File: config.mk
export PLATFORM = sky130hd
export DESIGN_NAME = sram_sleep_seq
export DESIGN_NICKNAME = d
export VERILOG_FILES = /design/src/rtl/sram_sleep_pkg.sv /design/src/rtl/sram_sleep_ctrl.sv /design/src/rtl/sram_sleep_dp.sv /design/src/rtl/sram_sleep_seq.sv
export SDC_FILE = /design/constraint.sdc
export NUM_CORES = 1
export LEC_CHECK = 0
export BUFFER_PORTS_ARGS = -buffer_cell sky130_fd_sc_hd__buf_2
export CORE_AREA = 2 2 41 43
export CTS_CLUSTER_DIAMETER = 60
export DETAILED_ROUTE_END_ITERATION = 8
export DIE_AREA = 0 0 43 45
export PLACE_DENSITY = 0.75
export SETUP_SLACK_MARGIN = 0.3
export SYNTH_ARGS = -nofsm -noshare
export SYNTH_HDL_FRONTEND = slang
export SYNTH_SLANG_ARGS = --single-unit
File: constraint.sdc
create_clock -name clk -period 1.9 [get_ports clk]
set_clock_uncertainty 0.1 [all_clocks]
set_input_delay 0.095 -clock clk [delete_from_list [all_inputs] [get_ports clk]]
set_output_delay 0.095 -clock clk [all_outputs]
set_load 0.01 [all_outputs]
File: src/rtl/sram_sleep_pkg.sv
`timescale 1ns/1ps
package sram_sleep_pkg;

  typedef enum logic [2:0] {
    ST_ACTIVE,
    ST_PRE,
    ST_SLEEP,
    ST_POST,
    ST_SETTLE
  } seqState_t;

  typedef enum logic [1:0] {
    LD_PRE,
    LD_POST,
    LD_SETTLE
  } loadSel_t;

  // strobes from control to datapath
  typedef struct packed {
    logic     loadCnt;
    loadSel_t loadSel;
    logic     accept;
    logic     acceptWrite;
    logic     pinSel;
    logic     pinZz;
  } seqStrobe_t;

endpackage

File: src/rtl/sram_sleep_ctrl.sv
`timescale 1ns/1ps
module sram_sleep_ctrl
  import sram_sleep_pkg::*;
(
  input  logic       clk,
  input  logic       rstN,
  input  logic       sleepReq,
  input  logic       wakeReq,
  input  logic       accValid,
  input  logic       accWrite,
  input  logic       cntZero,
  input  logic       flightZero,
  output logic       accReady,
  output logic       busy,
  output seqStrobe_t strobe
);

  seqState_t state, nextState;
  logic      sleepPend, wakePend;

  assign busy     = (state != ST_ACTIVE) || sleepPend;
  assign accReady = !busy;

  always_comb begin
    nextState = state;
    strobe    = '0;
    unique case (state)
      ST_ACTIVE: if (sleepPend && flightZero) begin
        nextState      = ST_PRE;
        strobe.loadCnt = 1'b1;
        strobe.loadSel = LD_PRE;
      end
      ST_PRE: if (cntZero) nextState = ST_SLEEP;
      ST_SLEEP: if (wakePend || wakeReq) begin
        nextState      = ST_POST;
        strobe.loadCnt = 1'b1;
        strobe.loadSel = LD_POST;
      end
      ST_POST: if (cntZero) begin
        nextState      = ST_SETTLE;
        strobe.loadCnt = 1'b1;
        strobe.loadSel = LD_SETTLE;
      end
      ST_SETTLE: if (cntZero) nextState = ST_ACTIVE;
      default: nextState = ST_ACTIVE;
    endcase
    strobe.accept      = accValid && accReady;
    strobe.acceptWrite = accWrite;
    strobe.pinSel      = strobe.accept || (nextState == ST_SETTLE);
    strobe.pinZz       = (nextState == ST_SLEEP);
  end

  always_ff @(posedge clk or negedge rstN) begin
    if (!rstN) begin
      state     <= ST_ACTIVE;
      sleepPend <= 1'b0;
      wakePend  <= 1'b0;
    end else begin
      state <= nextState;
      if (state == ST_ACTIVE) begin
        if (nextState == ST_PRE) sleepPend <= 1'b0;
        else if (sleepReq)       sleepPend <= 1'b1;
      end
      if (state == ST_SLEEP && nextState == ST_POST) wakePend <= 1'b0;
      else if ((state == ST_PRE || state == ST_SLEEP) && wakeReq) wakePend <= 1'b1;
    end
  end


  drain_before_pre_chk: assert property (@(posedge clk) disable iff (!rstN)
    (state == ST_ACTIVE && nextState == ST_PRE) |-> flightZero);


  wake_keeps_entry_chk: assert property (@(posedge clk) disable iff (!rstN)
    (state == ST_PRE && wakeReq) |=> (state == ST_PRE || state == ST_SLEEP));


  wake_ignored_awake_chk: assert property (@(posedge clk) disable iff (!rstN)
    (state == ST_ACTIVE && !sleepPend && !sleepReq && wakeReq) |=> (state == ST_ACTIVE));

endmodule

File: src/rtl/sram_sleep_dp.sv
`timescale 1ns/1ps
module sram_sleep_dp
  import sram_sleep_pkg::*;
#(
  parameter int GUARD_PRE  = 3,
  parameter int GUARD_POST = 3,
  parameter int SETTLE_CYC = 1,
  parameter int PIPE_LAT   = 2
) (
  input  logic       clk,
  input  logic       rstN,
  input  seqStrobe_t strobe,
  output logic       cntZero,
  output logic       flightZero,
  output logic       memCe0,
  output logic       memCe1,
  output logic       memRw,
  output logic       memZz
);

  localparam int MAX_WIN = (GUARD_PRE > GUARD_POST) ?
                           ((GUARD_PRE > SETTLE_CYC) ? GUARD_PRE : SETTLE_CYC) :
                           ((GUARD_POST > SETTLE_CYC) ? GUARD_POST : SETTLE_CYC);
  localparam int CNT_W = $clog2(MAX_WIN + 1);
  localparam int FL_W  = $clog2(PIPE_LAT + 1);
  localparam int RUN_W = CNT_W + 1;
  localparam logic [CNT_W-1:0] PRE_LOAD    = CNT_W'(GUARD_PRE - 1);
  localparam logic [CNT_W-1:0] POST_LOAD   = CNT_W'(GUARD_POST - 1);
  localparam logic [CNT_W-1:0] SETTLE_LOAD = CNT_W'(SETTLE_CYC - 1);
  localparam logic [FL_W-1:0]  FL_LOAD     = FL_W'(PIPE_LAT);
  localparam logic [RUN_W-1:0] RUN_SAT     = RUN_W'(MAX_WIN);
  localparam logic [RUN_W-1:0] PRE_MIN     = RUN_W'(GUARD_PRE);
  localparam logic [RUN_W-1:0] POST_MIN    = RUN_W'(GUARD_POST);

  logic [CNT_W-1:0] winCnt;
  logic [FL_W-1:0]  flight;
  logic             selR, rwR, zzR;

  assign cntZero    = (winCnt == '0);
  assign flightZero = (flight == '0);
  assign memCe0     = !selR;
  assign memCe1     = selR;
  assign memRw      = rwR;
  assign memZz      = zzR;

  always_ff @(posedge clk or negedge rstN) begin
    if (!rstN) begin
      winCnt <= '0;
    end else if (strobe.loadCnt) begin
      unique case (strobe.loadSel)
        LD_PRE:    winCnt <= PRE_LOAD;
        LD_POST:   winCnt <= POST_LOAD;
        LD_SETTLE: winCnt <= SETTLE_LOAD;
        default:   winCnt <= '0;
      endcase
    end else if (!cntZero) begin
      winCnt <= winCnt - 1'b1;
    end
  end

  always_ff @(posedge clk or negedge rstN) begin
    if (!rstN)              flight <= '0;
    else if (strobe.accept) flight <= FL_LOAD;
    else if (!flightZero)   flight <= flight - 1'b1;
  end

  always_ff @(posedge clk or negedge rstN) begin
    if (!rstN) begin
      selR <= 1'b0;
      rwR  <= 1'b1;
      zzR  <= 1'b0;
    end else begin
      selR <= strobe.pinSel;
      rwR  <= strobe.accept ? !strobe.acceptWrite : 1'b1;
      zzR  <= strobe.pinZz;
    end
  end

  // checker state: runs of quiet cycles around the sleep pin
  logic [RUN_W-1:0] deselRun, wakeRun;
  logic             zzPrev, waking;

  always_ff @(posedge clk or negedge rstN) begin
    if (!rstN) begin
      deselRun <= '0;
      wakeRun  <= '0;
      zzPrev   <= 1'b0;
      waking   <= 1'b0;
    end else begin
      zzPrev <= zzR;
      if (!selR && !zzR) deselRun <= (deselRun == RUN_SAT) ? deselRun : deselRun + 1'b1;
      else               deselRun <= '0;
      if (zzR || selR)   wakeRun <= '0;
      else               wakeRun <= (wakeRun == RUN_SAT) ? wakeRun : wakeRun + 1'b1;
      if (zzR)           waking <= 1'b1;
      else if (selR)     waking <= 1'b0;
    end
  end


  pre_guard_chk: assert property (@(posedge clk) disable iff (!rstN)
    (zzR && !zzPrev) |-> (deselRun >= PRE_MIN));


  post_guard_chk: assert property (@(posedge clk) disable iff (!rstN)
    (selR && waking) |-> (wakeRun >= POST_MIN && rwR));


  zz_deselect_chk: assert property (@(posedge clk) disable iff (!rstN)
    zzR |-> !selR);


  access_pin_chk: assert property (@(posedge clk) disable iff (!rstN)
    strobe.accept |=> (selR && (rwR == !$past(strobe.acceptWrite))));

endmodule

File: src/rtl/sram_sleep_seq.sv
`timescale 1ns/1ps
module sram_sleep_seq #(
  parameter int GUARD_PRE  = 3,
  parameter int GUARD_POST = 3,
  parameter int SETTLE_CYC = 1,
  parameter int PIPE_LAT   = 2
) (
  input  logic clk,
  input  logic rstN,
  input  logic sleepReq,
  input  logic wakeReq,
  input  logic accValid,
  input  logic accWrite,
  output logic accReady,
  output logic busy,
  output logic memCe0,
  output logic memCe1,
  output logic memRw,
  output logic memZz
);
  import sram_sleep_pkg::*;

  seqStrobe_t strobe;
  logic       cntZero, flightZero;

  sram_sleep_ctrl u_ctrl (
    .clk(clk), .rstN(rstN), .sleepReq(sleepReq), .wakeReq(wakeReq),
    .accValid(accValid), .accWrite(accWrite), .cntZero(cntZero),
    .flightZero(flightZero), .accReady(accReady), .busy(busy), .strobe(strobe)
  );

  sram_sleep_dp #(
    .GUARD_PRE(GUARD_PRE), .GUARD_POST(GUARD_POST),
    .SETTLE_CYC(SETTLE_CYC), .PIPE_LAT(PIPE_LAT)
  ) u_dp (
    .clk(clk), .rstN(rstN), .strobe(strobe), .cntZero(cntZero),
    .flightZero(flightZero), .memCe0(memCe0), .memCe1(memCe1),
    .memRw(memRw), .memZz(memZz)
  );


  ce_pair_chk: assert property (@(posedge clk) disable iff (!rstN)
    memCe0 != memCe1);


  ready_busy_chk: assert property (@(posedge clk) disable iff (!rstN)
    accReady != busy);

endmodule

==> metrics.md <==
| Metric | Value |
|---|---|
| Clock slew at reported path FFs | `0.08 ns` |
| Final wirelength | `1.03 mm` |
| P_leak | `0.000343 uW` |
| Reg-to-reg startpoint | `u_dp.flight[0]` |
| Critical path buffer and inverter count | `2` |
| Fmax | `0.654 GHz` |
| Adder-Cell Fraction of Synth Area | `0.0406` |
| Reg2Reg Setup Slack | `0.41 ns` |
| Crit Path Max Fanout | `11` |
| GR Overflow Total | `0` |
| Distinct cells, synth | `25` |
| Critical Path Start Type | `flop` |
| Post-layout nets | `87` |
| CTS tree | `built` |
| GRT Util Overall | `0.129` |
| WS Path Type | `flop to output pin` |
| Pwr Density | `1630 mW/mm^2` |
| Synthesized netlist cell count | `61` |
| Clock sinks | `12` |
| Post-synth top flop | `dfrtp_1` |
| Global-route wire length before repair | `1.78 mm` |
| Mapped Nets | `69` |
| Placer Congestion | `0.742` |
| Max-slew headroom | `0.793` |
| Post-CTS Setup Bufs | `0` |
| Post-route setup slack | `0.371 ns` |
| Final setup fails | `0` |
| Area Overhead vs Synth | `24.1%` |
| Residual DRC | `0` |
| Worst Path Required | `1.70 ns` |
| Initial Utilization | `0.419` |
| Fin crit share | `0.805` |
| Hpwl dp | `762 um` |
| Slew Viols, Final | `0` |
| Yosys top cell by area | `dfrtp_1` |
| Sequential cell area fraction in the yosys report | `0.489` |
| Complex-gate fraction of the synthesized area | `0.166` |
| Maximum buffer depth of the clock tree | `2` |
| CTS root buf | `clkbuf_4` |
| Vias in the first global route | `443` |
| Mux share of post-synthesis cell area | `0` |
| Die footprint | `0.00194 mm^2` |
| H-tree depth | `1` |
| Yosys warnings | `0` |
| Asr flop ratio synth | `1.00` |
| I/O pin count | `12` |
| Area contributors post-synth | `dfrtp_1, dfstp_2, inv_1, xor2_1, ha_1` |
| WHS Endpoint | `u_ctrl.wakePend` |
| Final ANT Viol Nets | `0` |
| Routed WL per cell | `10.9 um` |
| Synth Area in XOR/XNOR | `0.0426` |
| # rows | `14` |
| Post-synth EDFFs | `0` |
| Simple-Gate Fraction of Synth Area | `0.172` |
| Port bufs | `11` |
| Hold Fails Final Rpt | `0` |
| # diodes | `0` |
| Hold Crit Class | `input port to flop` |
| Most frequent cells after synthesis | `dfrtp_1, inv_1, nor2_1, o21ai_0` |
| Die X | `43 um` |
| Layout cell share with drive strength beyond 1 | `0.321` |
| Core Util, Final | `0.520` |
| Count leader, synth | `dfrtp_1` |
| Worst skew pair latency | `0.28 ns` |
| Reg2reg path depth | `6` |
| MaxCap Viol Count | `0` |
| Total Power | `1250 uW` |
| Largest net degree at the start of global routing | `13` |
| Slowest CP cell | `dfrtp_2` |
| Least-Margin Pin Slew | `0.310 ns` |
| Worst hold start | `wakeReq` |
| Hold WS | `0.0523 ns` |
| Clock buffer count from CTS | `3` |
| Peak supply drop | `0.616 mV` |
| FF+latch count, synth | `12` |
| First-iteration detailed-routing DRC count | `5` |
| Outcome | `finished clean` |
| Period minus WS final | `1.53 ns` |
| Core area | `0.00147 mm^2` |
| Synthesized area | `617 um^2` |
| Reg2reg end | `u_dp.winCnt[1]` |
| Mean post-synth cell area | `10.1 um^2` |
| Vias per cell | `4.85` |
| Main combinational cell family by area after synthesis | `simple AND/OR/NAND/NOR gates` |
| Crit path max-delay family | `flip-flops` |
| CP endpoint kind | `output pin` |
| DR vias | `456` |
| Router iterations before antenna repair | `4` |
| Worst path max stage delay | `0.49 ns` |
| Critical path arrival | `1.33 ns` |
| Die Ht | `45 um` |
| Cells along the critical path | `nor4_4 > inv_1 > buf_2` |
| Antenna violations before repair | `0` |
| Hold depth | `3` |
| Post-synth top area share | `0.446` |
| RSZ-0062 raised after global routing | `yes` |
| Setup WS pre-CTS | `0.262 ns` |
| Setup TNS | `0 ns` |
-- registers in the layout (all words and copies together), names as in the netlist --
name / count
u_ctrl.state: 3
u_dp.flight: 2
u_dp.winCnt: 2
u_ctrl.sleepPend: 1
u_ctrl.wakePend: 1
u_dp.memCe1: 1
u_dp.memRw: 1
u_dp.memZz: 1
-- kinds of logic after synthesis --
group,after synthesis
simple gates,18
compound gates,16
flops,12
buf+inv,10
xor+xnor,3
fa+ha+maj,2
-- worst reg2reg max path, cell delays in order, from the launching register on --
cell and delay, ns:
dfrtp_1 0.39, inv_1 0.06, ha_1 0.21, nand2_1 0.08, and2b_1 0.23, nor2_1 0.06
a311oi_1 0.26
-- cells in the final DEF, fill, tap and decap left out, drive strengths merged --
cell type / count
a2111oi: 1
a211oi: 1
a21oi: 4
a311oi: 1
a31oi: 1
and2b: 1
buf: 11
clkbuf: 4
dfrtp: 11
dfstp: 1
dlygate4sd3: 4
ha: 2
inv: 8
nand2: 4
nand2b: 2
nand3: 1
nor2: 5
nor3: 3
nor4: 1
o211a: 1
o211ai: 1
o21ai: 6
or4: 1
xor2: 3
-- final cells by class --
| cell class | instances | area (um^2) |
|---|---|---|
| clock buffer | 4 | 36.3 |
| fill | 143 | 706 |
| inverter | 8 | 30.0 |
| multi-input combinational | 39 | 279 |
| sequential | 12 | 305 |
| tap | 16 | 20.0 |
| timing repair buffer | 15 | 95.1 |
-- worst max-delay path by stage --
| stage | start | to | slack [ns] | cells past startpoint |
|---|---|---|---|---|
| 2_1_floorplan | u_dp.winCnt[0] | u_dp.winCnt[1] | 0.43 | 6 |
| 3_3_place_gp | u_ctrl.state[1] | u_dp.winCnt[1] | 0.38 | 4 |
| 3_5_place_dp | u_dp.winCnt[0] | u_dp.winCnt[1] | 0.26 | 6 |
| 4_1_cts | u_ctrl.state[0] | busy | 0.30 | 3 |
| 5_1_grt | u_dp.flight[0] | u_dp.winCnt[1] | 0.30 | 6 |
| 6_report | u_ctrl.state[0] | busy | 0.37 | 3 |
-- through the flow --
step | instances | area [um^2]
floorplan | 61 | 617
global placement | 86 | 667
detailed placement | 86 | 667
CTS | 94 | 749
global route | 94 | 766
finish | 94 | 766
-- where the power goes --
group | internal (uW) | switching (uW)
clock | 117 | 89.6
combinational | 252 | 275
sequential | 378 | 138
total | 747 | 503
-- layer usage --
layer / vias up / track usage / part of all wire
li1: 245 / - / -
met5: - / 0 / 0
met1: 196 / 0.170 / 0.49
met2: 10 / 0.173 / 0.42
met4: 0 / 0.127 / 0.039
met3: 5 / 0.0240 / 0.044
-- what timing repair did --
| item | 4_1_cts | 5_1_grt |
|---|---|---|
| setup endpoints to repair | 2 | 3 |
| resized for setup | 2 | 5 |
| endpoints found under the hold margin | 16 | 0 |
| hold buffers | 4 | 0 |
| pin swaps | 0 | 3 |
No activity file was read; power rests on OpenSTA's default activity.
